**config.mk**
```make
export PLATFORM = sky130hd
export DESIGN_NAME = sbs_scanner
export DESIGN_NICKNAME = d
export VERILOG_FILES = /design/src/rtl/sbs_pkg.sv /design/src/rtl/sbs_slot_decode.sv /design/src/rtl/sbs_window_mask.sv /design/src/rtl/sbs_lowest_pick.sv /design/src/rtl/sbs_scanner.sv
export SDC_FILE = /design/constraint.sdc
export NUM_CORES = 1
export LEC_CHECK = 0
export ABC_AREA = 1
export BUFFER_PORTS_ARGS = -buffer_cell sky130_fd_sc_hd__buf_2
export CAP_MARGIN = 5
export CORE_AREA = 2 2 246 248
export DETAILED_ROUTE_END_ITERATION = 10
export DIE_AREA = 0 0 248 250
export MAX_ROUTING_LAYER = met4
export PLACE_DENSITY = 0.82
export SETUP_SLACK_MARGIN = 0.02
export SYNTH_ARGS = -nofsm -noshare
export SYNTH_HDL_FRONTEND = slang
export SYNTH_SLANG_ARGS = --single-unit
```
**constraint.sdc**
```tcl
create_clock -name clk -period 4.9 [get_ports clk]
set_input_delay 0.98 -clock clk [delete_from_list [all_inputs] [get_ports clk]]
set_output_delay 0.98 -clock clk [all_outputs]
set_load 0.005 [all_outputs]
```
**src/rtl/sbs_pkg.sv**
```systemverilog
package sbs_pkg;

   typedef enum logic [1:0] {
      BR_COND = 2'd0,
      BR_JUMP = 2'd1,
      BR_CALL = 2'd2,
      BR_IND  = 2'd3
   } br_kind_e;

   localparam logic [1:0] BRANCH_CLASS = 2'b11;

   function automatic logic is_branch_class(input logic [1:0] cls);
      return cls == BRANCH_CLASS;
   endfunction

endpackage

```
**src/rtl/sbs_slot_decode.sv**
```systemverilog
module sbs_slot_decode
   import sbs_pkg::*;
#(
   parameter int INSN_W = 32,
   parameter int ADDR_W = 32
) (
   input  logic [INSN_W-1:0] word,
   input  logic [ADDR_W-1:0] pc,
   output logic              is_br,
   output br_kind_e          kind,
   output logic [ADDR_W-1:0] target,
   output logic              has_target
);
   localparam int IMM_W = INSN_W - 4;

   generate
      if (ADDR_W <= IMM_W) begin : g_bad_width
         $error("sbs_slot_decode: ADDR_W must exceed the displacement width");
      end
   endgenerate

   logic [IMM_W-1:0]  disp;
   logic [ADDR_W-1:0] disp_ext;

   always_comb begin
      is_br      = is_branch_class(word[INSN_W-1 -: 2]);
      kind       = br_kind_e'(word[INSN_W-3 -: 2]);
      disp       = word[IMM_W-1:0];
      disp_ext   = {{(ADDR_W-IMM_W){disp[IMM_W-1]}}, disp};
      has_target = is_br && (kind != BR_IND);
      target     = has_target ? (pc + disp_ext) : '0;
   end
endmodule

```
**src/rtl/sbs_window_mask.sv**
```systemverilog
module sbs_window_mask #(
   parameter int SLOTS  = 16,
   parameter int SLOT_W = 4
) (
   input  logic [SLOT_W-1:0] entry_slot,
   input  logic [SLOT_W-1:0] exit_slot,
   input  logic              exit_taken,
   output logic [SLOTS-1:0]  shadow
);
   generate
      for (genvar s = 0; s < SLOTS; s++) begin : g_slot
         localparam logic [SLOT_W-1:0] IDX = SLOT_W'(s);
         logic in_head, in_tail;
         assign in_head   = IDX < entry_slot;
         assign in_tail   = exit_taken && (IDX > exit_slot);
         assign shadow[s] = in_head || in_tail;
      end
   endgenerate
endmodule

```
**src/rtl/sbs_lowest_pick.sv**
```systemverilog
module sbs_lowest_pick #(
   parameter int SLOTS  = 16,
   parameter int SLOT_W = 4
) (
   input  logic [SLOTS-1:0]  req,
   output logic              any,
   output logic [SLOT_W-1:0] idx,
   output logic [SLOTS-1:0]  onehot
);
   always_comb begin
      idx    = '0;
      onehot = '0;
      for (int s = SLOTS - 1; s >= 0; s--) begin
         if (req[s]) begin
            idx    = SLOT_W'(s);
            onehot = SLOTS'(1) << s;
         end
      end
      any = |req;
   end
endmodule

```
**src/rtl/sbs_scanner.sv**
```systemverilog
module sbs_scanner
   import sbs_pkg::*;
#(
   parameter int ADDR_W     = 32,
   parameter int LINE_BYTES = 64,
   parameter int INSN_BYTES = 4
) (
   input  logic                                 clk,
   input  logic                                 rst_n,
   input  logic                                 line_valid,
   output logic                                 line_ready,
   input  logic [ADDR_W-1:0]                    line_addr,
   input  logic [LINE_BYTES*8-1:0]              line_data,
   input  logic [$clog2(LINE_BYTES/INSN_BYTES)-1:0] entry_slot,
   input  logic [$clog2(LINE_BYTES/INSN_BYTES)-1:0] exit_slot,
   input  logic                                 exit_taken,
   output logic                                 busy,
   output logic                                 br_valid,
   input  logic                                 br_ready,
   output logic [ADDR_W-1:0]                    br_addr,
   output logic [1:0]                           br_type,
   output logic [ADDR_W-1:0]                    br_target,
   output logic                                 br_has_target
);
   localparam int SLOTS   = LINE_BYTES / INSN_BYTES;
   localparam int SLOT_W  = $clog2(SLOTS);
   localparam int INSN_W  = INSN_BYTES * 8;
   localparam int LINE_W  = LINE_BYTES * 8;
   localparam int INSN_SH = $clog2(INSN_BYTES);
   localparam int OFF_W   = $clog2(LINE_BYTES);

   generate
      if (LINE_BYTES % INSN_BYTES != 0) begin : g_bad_line
         $error("sbs_scanner: line size must be a multiple of the instruction size");
      end
      if ((1 << OFF_W) != LINE_BYTES) begin : g_bad_pow2
         $error("sbs_scanner: line size must be a power of two");
      end
      if (INSN_BYTES < 2) begin : g_bad_insn
         $error("sbs_scanner: instruction too narrow for the opcode field");
      end
   endgenerate

   // decode branch class of every incoming slot
   logic [SLOTS-1:0] is_br_in;
   generate
      for (genvar s = 0; s < SLOTS; s++) begin : g_cls
         assign is_br_in[s] = is_branch_class(line_data[s*INSN_W + INSN_W - 1 -: 2]);
      end
   endgenerate

   logic [SLOTS-1:0] shadow;
   sbs_window_mask #(.SLOTS(SLOTS), .SLOT_W(SLOT_W)) u_window (
      .entry_slot (entry_slot),
      .exit_slot  (exit_slot),
      .exit_taken (exit_taken),
      .shadow     (shadow)
   );

   logic [LINE_W-1:0] line_q;
   logic [ADDR_W-1:0] base_q;
   logic [SLOTS-1:0]  pending_q;
   logic [SLOT_W-1:0] entry_q, exit_q;
   logic              taken_q;

   logic              any_pending;
   logic [SLOT_W-1:0] pick_idx;
   logic [SLOTS-1:0]  pick_onehot;

   sbs_lowest_pick #(.SLOTS(SLOTS), .SLOT_W(SLOT_W)) u_pick (
      .req    (pending_q),
      .any    (any_pending),
      .idx    (pick_idx),
      .onehot (pick_onehot)
   );

   logic accept, handoff;
   assign busy       = any_pending;
   assign line_ready = !any_pending;
   assign br_valid   = any_pending;
   assign accept     = line_valid && line_ready;
   assign handoff    = br_valid && br_ready;

   always_ff @(posedge clk or negedge rst_n) begin
      if (!rst_n) begin
         line_q    <= '0;
         base_q    <= '0;
         pending_q <= '0;
         entry_q   <= '0;
         exit_q    <= '0;
         taken_q   <= 1'b0;
      end else if (accept) begin
         line_q    <= line_data;
         base_q    <= line_addr & ~ADDR_W'(LINE_BYTES - 1);
         pending_q <= is_br_in & shadow;
         entry_q   <= entry_slot;
         exit_q    <= exit_slot;
         taken_q   <= exit_taken;
      end else if (handoff) begin
         pending_q <= pending_q & ~pick_onehot;
      end
   end

   logic [INSN_W-1:0] sel_word;
   logic [ADDR_W-1:0] sel_pc;
   logic              sel_is_br;
   br_kind_e          sel_kind;

   assign sel_word = line_q[pick_idx*INSN_W +: INSN_W];
   assign sel_pc   = base_q + (ADDR_W'(pick_idx) << INSN_SH);

   sbs_slot_decode #(.INSN_W(INSN_W), .ADDR_W(ADDR_W)) u_dec (
      .word       (sel_word),
      .pc         (sel_pc),
      .is_br      (sel_is_br),
      .kind       (sel_kind),
      .target     (br_target),
      .has_target (br_has_target)
   );

   assign br_addr = sel_pc;
   assign br_type = sel_kind;

   logic [SLOT_W-1:0] out_slot;
   assign out_slot = br_addr[INSN_SH +: SLOT_W];


   idle_quiet_chk: assert property (@(posedge clk) disable iff (!rst_n)
      !busy |-> !br_valid);


   only_branch_chk: assert property (@(posedge clk) disable iff (!rst_n)
      br_valid |-> sel_is_br);


   outside_window_chk: assert property (@(posedge clk) disable iff (!rst_n)
      br_valid |-> ((out_slot < entry_q) || (taken_q && out_slot > exit_q)));


   stall_hold_chk: assert property (@(posedge clk) disable iff (!rst_n)
      (br_valid && !br_ready) |=> (br_valid && $stable(br_addr) && $stable(br_type)
                                   && $stable(br_target)));


   ascending_chk: assert property (@(posedge clk) disable iff (!rst_n)
      (br_valid && br_ready) |=> (!br_valid || (br_addr > $past(br_addr))));


   indirect_notgt_chk: assert property (@(posedge clk) disable iff (!rst_n)
      (br_valid && br_type == 2'd3) |-> (!br_has_target && br_target == '0));


   hold_busy_chk: assert property (@(posedge clk) disable iff (!rst_n)
      (busy && !(br_valid && br_ready)) |=> busy);
endmodule

```
* Word level (Yosys, flattened, before mapping)
Index checks and enable logic that the tools add are counted.
** Storage, ports and cells
- Register bits :: 554
- Output and inout bits :: 70
- Word-level logic and storage cells :: 132
** Cells by class
- $add $sub $neg :: 2
- $lt $le $gt $ge :: 32
- Equal/unequal tests :: 18
- Shift operators :: 1
- Muxes and demuxes :: 35
- Bitwise operators :: 3
- Reduce and logical (&&, ||, !) cells :: 38
** Operators with widths (number)
- $shiftx A512 B10 Y32 :: 1
- $mux W16 :: 18
- $mux W4 :: 16
- $eq A2 B2 Y1 const B :: 17
- $add A32 B32 Y32 :: 1
- $add A32 B6 Y32 :: 1
- $and A16 B16 Y16 :: 2
- $gt A4 B4 Y1 const A :: 8
- $lt A4 B4 Y1 const A :: 8
- $mux W32 :: 1
- $logic_and A1 B1 Y1 :: 19
- $gt A3 B4 Y1 const A :: 4
- $logic_or A1 B1 Y1 :: 16
- $lt A3 B4 Y1 const A :: 4
- $not A16 Y16 :: 1
- $reduce_or A16 Y1 :: 1
- $gt A1 B4 Y1 const A :: 2
- $gt A2 B4 Y1 const A :: 2
- $lt A1 B4 Y1 const A :: 2
- $lt A2 B4 Y1 const A :: 2
- $ne A2 B2 Y1 const B :: 1
- $reduce_bool A2 Y1 :: 1
- $logic_not A1 Y1 :: 1

* Depth between registers and ports, before layout
Gate-level depths: netlist of the first run.
- Depth in word-level cells :: 20
- Depth in mapped cells :: 47

* Cells and area by module
Synthesis of the first run repeated with hierarchy kept, for this count alone.
** Second synthesis, totals
- Cells, all modules :: 4148
- Area total of the unflattened synthesis :: 29632.2 um^2
** By module, submodules not included
- sbs_scanner :: times used 1, cells an instance 3464, area each 26367.8 um^2, seq. area each 13863.3 um^2
- sbs_slot_decode :: times used 1, cells an instance 546, area each 2625.0 um^2, seq. area each 0.0 um^2
- sbs_lowest_pick :: times used 1, cells an instance 75, area each 359.1 um^2, seq. area each 0.0 um^2
- sbs_window_mask :: times used 1, cells an instance 63, area each 280.3 um^2, seq. area each 0.0 um^2

* Worst setup path before layout of the first run
No wires, ideal clock.
- Kind :: register to output
- Start point :: reg pending_q[14]
- End point :: out br_target[26]
- Data arrival time :: 4.233 ns
- Slack :: -0.313 ns
- Stages on the path, launching flop included :: 42
- Cells stage by stage :: dfrtp_1 > inv_1 > nand2_1 > nand2_1 > nand2_1 > nand2_1 > nand2_1 > nand2_1 > nand2_1 > nand2_1 > nand2_1 > nand2_1 > nand2_1 > nand2_1 > nand2_1 > nand2_2 > nand2_4 > inv_2 > (+6 left out) > nand3_1 > nand2_1 > inv_1 > ha_1 > inv_1 > fa_1 > nand3b_1 > nand2_1 > nand3_1 > nand2_1 > a21boi_1 > o21ai_0 > a21oi_1 > o21bai_1 > a21oi_1 > o21ai_1 > xnor2_1 > nor2_2
** Between the ends
- Elaborated cells on any way between the ends :: 22
** RTL lines
- start: declaration :: line sbs_scanner.sv:62 : logic [SLOTS-1:0] pending_q;
- start signal: assignment :: line sbs_scanner.sv:95 : pending_q <= is_br_in & shadow;
- start signal: assignment :: line sbs_scanner.sv:100 : pending_q <= pending_q & ~pick_onehot;
- $mux W4 (15 in series) :: line sbs_lowest_pick.sv:14 : if (req[s]) begin
- $add A32 B6 Y32 :: line sbs_scanner.sv:110 : assign sel_pc = base_q + (ADDR_W'(pick_idx) << INSN_SH);
- via br_addr[2] :: line sbs_scanner.sv:20 : output logic [ADDR_W-1:0] br_addr,
- $add A32 B32 Y32 :: line sbs_slot_decode.sv:31 : target = has_target ? (pc + disp_ext) : '0;
- $mux W32 :: line sbs_slot_decode.sv:31
- end: declaration :: line sbs_scanner.sv:22 : output logic [ADDR_W-1:0] br_target,
The timed path passes the listed nets, and every way through them passes these cells.

* Worst setup path in the final report of the first run
- Start point :: reg pending_q[14]
- End point :: out br_target[22]
** Between the ends
- Longest elaborated chain between the ends :: 19
- Elaborated cells on any way between the ends :: 22
** Ends and longest elaborated chain (line)
- $mux W4 * (15 in series) :: sbs_lowest_pick.sv:14
- branches (longest 3 deep; another with $add A32 B32 Y32)
- $mux W32 * :: sbs_slot_decode.sv:31
Every way passes the cells marked *.

==> impl.org, run 1 <==
** Worst setup path
- Launching element type of the critical path :: flip-flop
- The most numerous cell type found on the critical path is nand2_1.
- In this run the worst path has a maximum fanout of 25.
- Endpoint required time on the critical path :: 3.92 ns
- Worst path slowest cell :: dfrtp_1
- Setup slack on the worst reg-to-reg path comes out at 1.43 ns.
- Critical path arrival :: 5.13 ns
- STA classifies the critical path endpoint as an output pin.
- For this run, the slowest stage of the critical path takes 0.38 ns.
- The worst setup path is of the reg2out kind.

** Final layout
- Fillers :: 5245
- Fin nets :: 5104
- In the final layout, the share of cells above drive strength 1 is 24.4%.
- Compared with the post-synthesis result, the final layout area differs by 29.1%.
- FF+latch area :: 13900 µm²
- Core occupancy in the finished layout :: 60.3%
- Area occupied by multi-input gates :: 12900 µm²

** STA
- Unrepaired setup endpoints after global routing :: true
- Subtracting the final worst setup slack from the clock period gives 6.11 ns.
- Final critical-path share of the clock period :: 125%
- Once routing completed, OpenROAD measured the worst setup slack at -1.21 ns.
- At the pin with the least slew margin, the transition time is 1.17 ns.
- The count of pins over their slew limit was 0.
- Clk_skew :: 0.0232 ns
- The number of hold violations in the final report is 0.
- Setup violations remaining at the end of the flow were counted as 26.
- Normalized max-slew margin :: 21.9%
- Timing would allow up to 0.164 GHz.

** Synthesis
- Share of synthesized flip-flops with an asynchronous set or reset :: 100%
- Post-synthesis instance area :: 27800 µm²
- After synthesis, the mean cell area works out to 7.31 µm².
- Number of enable flip-flop cells after synthesis :: 0
- Of all cell types, the one taking the most synthesized area is dfrtp_1.
- Yosys instantiated no cell more often than nand2_1.
- Post-synthesis cell count :: 3807
- Ranked by total cell area, the synthesized netlist is headed by dfrtp_1 50%, nand2_1 29%, nand3_1 8.2%.
- Sequential elements use 49.8% of the synthesized area.
- Counting instances in the post-synthesis netlist gives the leading cell types as 2156 x nand2_1, 554 x dfrtp_1, 453 x nand3_1.
- In this run the biggest area consumer among cell types represents 49.8% of the synthesized area.
- Yosys printed 0 warnings.
- In this run, distinct cell masters in the synthesized netlist total 43.
- Register bit count reported by yosys :: 554
- Top flip-flop cell by instance count after synthesis :: dfrtp_1

** Die
- Total I/O pin count :: 627
- Chip height :: 250 µm
- In this run the core area contains 90 standard-cell rows.
- In this run the horizontal extent of the chip is 248 µm.
- The region available for standard cell placement spans 59600 µm².
- The die covers 62000 µm².
- Initial Utilization :: 46.7%

** CTS
- Root Buffer :: clkbuf_16
- The H-tree was split into 2 levels.
- For this design, the CTS-stage hold fixing added 0 buffers.
- Num Clock Sinks :: 554
- Number of clock buffers inserted by TritonCTS :: 59
- Clock tree from TritonCTS :: yes
- After clock tree synthesis, the clock-pin slew on the worst setup and hold paths is 0.06 ns.
- The clock passes through at most 3 buffers.
- Clock Latency Late Sink :: 0.63 ns

** Run
- Max capacitance violation total :: 0

** Placement
- Detailed placement finished with a half-perimeter wire length of 74.9 mm.
- During placement, the flow inserted port buffers numbering 618.
- Routability-driven placement finished with a final weighted congestion of 0.999.

** Run status
- Violated checks :: setup timing
- The run finished, with violations left.

** Detailed routing
- After detailed routing, the number of vias per cell comes to 5.37.
- Number of DRC markers after the initial detailed-route iteration :: 3327
- The pre-antenna-repair detailed-routing pass consisted of 6 iterations.
- Mean routed wirelength per cell :: 19.3 µm
- DR DRC count :: 0
- DRT antenna net count :: 0
- Via count :: 28800
- The final layout contains routed wiring with a total length of 104 mm.

** Global route
- After global routing the overflow that remains totals 0.
- In the global route stage, overall resource usage came out at 33.5%.
- The number of antenna violations at the first check in global routing was 24.
- Maximum number of pins on one net before global-route repair :: 242
- The first global-routing pass estimated 154 mm of wire.
- The via count of the first global-routing pass was 27063.

** Worst hold path
- The tightest min-delay check is of the in2async type.
## logic make-up after synthesis
family | Yosys count | share of synthesized area [%]
other cells | 1 | 0.0135
buf+inv | 346 | 5.72
simple gates | 2707 | 39.2
compound gates | 136 | 2.76
flops | 554 | 49.8
xor+xnor | 28 | 0.882
fa+ha+maj | 35 | 1.60
## routing by layer
metal	vias to the layer above	track usage (%)	part of all wire, %
li1	13330	-	-
met2	1641	49.3	44
met5	-	-	0
met3	289	3.84	9.4
met4	0	15.0	5.3
met1	13540	46.7	41
## through the flow
step                      setup WS, ns  cells  hold WS [ns]  cell area [µm²]  setup TNS [ns]
after floorplan                -0.0297   3808         0.440            27900         -0.0479
final                            -1.21   5368         0.441            35900          -21.78
after global routing             -1.58   5364         0.490            35900          -31.58
after CTS                        -1.11   5339         0.473            35600          -19.97
after global placement          -0.682   5216         0.454            33000           -8.85
after detailed placement        -0.739   5216         0.456            33000           -9.22
## critical path, delay by kind of cell (launching register included)
| kind | cells | cell delay (ns) |
|---|---|---|
| XOR/XNOR | 1 | 0.24 |
| flip-flops | 1 | 0.38 |
| AND/OR/NAND/NOR | 27 | 2.25 |
| AO/OA/AOI/OAI | 2 | 0.31 |
| buffers and inverters | 7 | 1.07 |
| adder cells (fa/ha/maj) | 1 | 0.26 |
## path summary, 6_finish.rpt
check	startpoint	end	cells after the start
worst max register to register	pending_q[2]$_DFFE_PN0P_	line_q[340]$_DFFE_PN0P_	13
worst max-delay path	pending_q[14]$_DFFE_PN0P_	br_target[22]	38
worst min-delay path	rst_n	line_q[154]$_DFFE_PN0P_	1
max in group asynchronous	rst_n	line_q[413]$_DFFE_PN0P_	2
min in group clk	line_q[253]$_DFFE_PN0P_	line_q[253]$_DFFE_PN0P_	2
worst min register to register	line_q[253]$_DFFE_PN0P_	line_q[253]$_DFFE_PN0P_	2
## placed cells by master (no fill, tap or decap), drive strengths merged, types with 14 or more instances in the layout
master and count:
buf 861, ha 34, clkbuf 78, nand2 2163, o21ai 62, diode 25
dfrtp 554, inv 126, xnor2 17, nor2 68, nand3 453, a21oi 41
clkinv 14
## state kept, by name (all words and copies together) (netlist names)
| signal | count |
|---|---|
| line_q | 512 |
| base_q | 26 |
| pending_q | 16 |
## final cells by class
cell class	count	share of cell area, %
sequential	554	38.6
multi-input combinational	2911	36.1
timing repair buffer	863	15.2
clock buffer	78	4.62
tap	782	2.73
inverter	121	1.38
clock inverter	32	1.17
antenna	25	0.174
timing repair inverter	2	0.0488
## what timing repair did
action                                  4_1_cts  5_1_grt
endpoints found under the setup margin       32       33
buffers inserted                              9        1
pin swaps                                    18        4
gates cloned                                  4        3
resized for setup                            87       34
Power of run 1 is not shown: default switching activity piles up to over one toggle a cycle in this logic, so the estimate is an artifact.
==> run 2: changes to the inputs <==
--- a/config.mk
+++ b/config.mk
@@ -5,14 +5,13 @@
 export SDC_FILE = /design/constraint.sdc
 export NUM_CORES = 1
 export LEC_CHECK = 0
-export ABC_AREA = 1
 export BUFFER_PORTS_ARGS = -buffer_cell sky130_fd_sc_hd__buf_2
 export CAP_MARGIN = 5
-export CORE_AREA = 2 2 246 248
+export CORE_AREA = 2 2 245 247
 export DETAILED_ROUTE_END_ITERATION = 10
-export DIE_AREA = 0 0 248 250
+export DIE_AREA = 0 0 247 249
 export MAX_ROUTING_LAYER = met4
-export PLACE_DENSITY = 0.82
+export PLACE_DENSITY = 0.81
 export SETUP_SLACK_MARGIN = 0.02
 export SYNTH_ARGS = -nofsm -noshare
 export SYNTH_HDL_FRONTEND = slang
==> run 2 against run 1 <==
The flow still finishes with violations (setup timing); synthesized cell count down 5.3%; worst setup slack worse by 0.55 ns; worst hold slack worse by 0.077 ns; die area down 0.80%; critical endpoint is now br_target[31].
==> impl.org, run 2 <==
** Global route
- In the global route stage, overall resource usage came out at 35.4%.
- Global-route wire length before repair :: 160 mm
- Entering global routing, the biggest net connects 149 pins.
- Global route total overflow :: 0
- The number of antenna violations at the first check in global routing is 31.
- Number of global-route vias before repair :: 27686

** STA
- Upper clock frequency limit :: 0.150 GHz
- Slew @ Worst Pin :: 1.06 ns
- Final-report setup violation count :: 33
- Setup repair after global routing could not meet its margin everywhere.
- Aggregate negative setup slack :: -36.68 ns
- The count of pins over their slew limit was 0.
- Shortest clock period the worst path allows after layout :: 6.66 ns
- Final critical-path share of the clock period :: 136%
- Number of hold violations in the final report :: 0
- The worst pin sits at a relative slew slack of 28.7%.
- After layout, the worst setup slack is -1.76 ns.
- Clk_skew :: 0.0282 ns

** CTS
- Clock tree synthesis selected as its root buffer the cell clkbuf_16.
- For the worst-skew pair, the clock arrives at the later sink with an insertion delay of 0.63 ns.
- The H-tree was split into 2 levels.
- In this run, CTS created clock tree buffers numbering 59.
- Num Clock Sinks :: 554
- In this run the deepest clock path goes through 3 buffers.
- TritonCTS built the clock tree.
- Clock-pin slew was measured on the worst setup and hold paths at 0.06 ns.

** Final layout
- The library cell used most frequently in the layout, excluding fill and tap cells, is nand2_1.
- Area added between synthesis and finish :: 34.1%
- Share of layout cells above drive strength 1 :: 27.3%
- The largest registers in the layout are line_q (512), base_q (26), pending_q (16).
- Flip-flop count of the largest register after layout :: 512
- Register with the highest flop count :: line_q
- Commonest cells after routing, fill and taps aside :: 2068 x nand2_1, 616 x buf_2, 554 x dfrtp_1
- Cells fill 62.9% of the core in the end.
- The net count of the finished layout is 4971.

** Synthesis
- The most used flip-flop cell after synthesis is dfrtp_1.
- Mean post-synth cell area :: 7.62 µm²
- Yosys attributes the largest share of cell area to dfrtp_1 50%, nand2_1 28%, nand3_1 2.8%.
- Counting flops and latches in the post-synthesis netlist gives 554.
- Post-synthesis cell count :: 3607
- Area share of the largest cell type after synthesis :: 50.4%
- Counting flops with an async set or reset pin after synthesis yields a share of 100%.
- Sorting the synthesized cells by how often they occur yields 2072 x nand2_1, 554 x dfrtp_1, 195 x clkbuf_1.
- The biggest area contributor in the post-synthesis netlist is dfrtp_1.
- Proportion of synthesized chip area in sequential cells :: 50.4%
- Among all cell types in the netlist, the one instantiated most often is nand2_1.
- Post-synthesis instance area :: 27500 µm²
- Library cells used by synthesis :: 63
- The synthesized design contains 0 enable-type register cells.
- Yosys printed 0 warnings.

** Worst setup path
- The worst setup path is captured at an output pin.
- In this run the worst path has a maximum fanout of 5.
- Launching element type of the critical path :: flip-flop
- Endpoint required time on the critical path :: 3.92 ns
- By startpoint and endpoint, the worst setup path is classified as reg2out.
- Critical path arrival :: 5.68 ns
- R2r setup slk :: 1.67 ns

** Detailed routing
- Mean routed wirelength per cell :: 20.8 µm
- In the routed design, unresolved DRC markers number 0.
- DRT antenna net count :: 0
- After detailed routing, the number of vias per cell comes to 5.48.
- The pre-antenna-repair detailed-routing pass consisted of 6 iterations.
- Number of DRC markers after the initial detailed-route iteration :: 2943
- Drt total wl :: 109 mm
- Via count :: 28647

** Placement
- Detailed placement finished with a half-perimeter wire length of 80.1 mm.
- Port buffer count :: 618
- Placer's final routability congestion estimate :: 1.00

** Run
- The tool flagged a number of max-cap violations equal to 0.

** Die
- For this design the top-level I/O count stands at 627.
- Horizontal die dimension :: 247 µm
- Number of rows created at floorplan :: 89
- Initial Utilization :: 46.9%
- From bottom edge to top edge, the die measures 249 µm.
- Core ar. :: 58700 µm²
- Die Area :: 61500 µm²

** Worst hold path
- The min-delay analysis places its worst path in the category in2async.

** Run status
- The run finished, with violations left.
- Violated checks :: setup timing
==> run 2: changes by cell type in the layout (fill, tap and decap cells not counted), sizes merged, moves of 35 or more <==
cell / change
a311oi: +82
a31oi: +35
and3: +59
buf: +75
inv: -89
nand2: -91
nand3: -299
==> run 2: kinds of logic (layout without fill, tap and decap cells) <==
kind of cell | Yosys count | after routing | synth area share [%]
AND/OR/NAND/NOR | 2388 | 2388 | 34.4
flip-flops | 554 | 554 | 50.4
AO/OA/AOI/OAI | 324 | 324 | 8.37
buffers and inverters | 267 | 1086 | 3.88
adder cells (fa/ha/maj) | 35 | 35 | 1.62
XOR/XNOR | 20 | 20 | 0.637
multiplexers | 18 | 18 | 0.682
other | 1 | 32 | 0.0136
==> run 2: path summary, 6_finish.rpt <==
| check | startpoint | end | cells past startpoint |
|---|---|---|---|
| min | rst_n | line_q[305]$_DFFE_PN0P_ | 1 |
| max reg2reg | pending_q[6]$_DFFE_PN0P_ | line_q[269]$_DFFE_PN0P_ | 11 |
| max in group asynchronous | rst_n | line_q[438]$_DFFE_PN0P_ | 2 |
| max | pending_q[5]$_DFFE_PN0P_ | br_target[31] | 23 |
| min in group clk | line_q[193]$_DFFE_PN0P_ | line_q[193]$_DFFE_PN0P_ | 2 |
| min reg2reg | line_q[193]$_DFFE_PN0P_ | line_q[193]$_DFFE_PN0P_ | 2 |
==> run 2: final cells by class <==
cell class                      count  area [µm²]
Timing Repair inverter              1        6.26
Tap cell                          773         967
Inverter                           33         139
Multi-Input combinational cell   2787       13700
Fill cell                        5057       21800
Clock buffer                       74        1620
Sequential cell                   554       13900
Timing Repair Buffer              943        6140
Clock inverter                     35         433
Antenna cell                       30        75.1
==> run 2: per-stage QoR <==
| stage | worst slack (ns) | cell area (µm²) | cells | hold slack, ns |
|---|---|---|---|---|
| after floorplan | -0.693 | 27600 | 3608 | 0.437 |
| after global placement | -1.46 | 33100 | 5047 | 0.449 |
| after detailed placement | -1.52 | 33100 | 5047 | 0.462 |
| after CTS | -1.67 | 36200 | 5189 | 0.385 |
| after global routing | -1.86 | 36900 | 5226 | 0.418 |
| final | -1.76 | 36900 | 5230 | 0.364 |
==> run 2: worst max-delay path, cell delays in order (launching register included) <==
cell and delay (ns):
dfrtp_1 0.38, or4_4 0.54, or3_4 0.36, o221ai_4 0.21, buf_12 0.16, inv_8 0.05
bufbuf_16 0.26, and3_4 0.16, a311oi_2 0.22, buf_4 0.17, a311oi_4 0.05, a21oi_2 0.18
ha_4 0.23, a2111oi_4 0.38, o21ai_2 0.15, nand3_2 0.11, a21oi_2 0.08, or2_4 0.26
a31oi_4 0.22, o31a_1 0.23, o2111ai_2 0.14, mux2i_4 0.28, buf_6 0.14, buf_2 0.10
==> run 2: what timing repair did <==
action / in CTS / in global routing
endpoints found under the setup margin: 35 / 35
pin swaps: 49 / 35
setup buffers: 29 / 10
hold buffers: 0 / 0
cloned: 4 / 4
resized for setup: 135 / 84
==> run 2: metal layers <==
metal | track usage (%) | vias to the layer above | share of wire (%)
li1 | - | 13210 | -
met1 | 44.2 | 13553 | 38
met2 | 54.0 | 1531 | 46
met3 | 6.07 | 353 | 8.8
met4 | 20.7 | 0 | 6.8
met5 | - | - | 0
Power of run 2 is left out for the same reason.
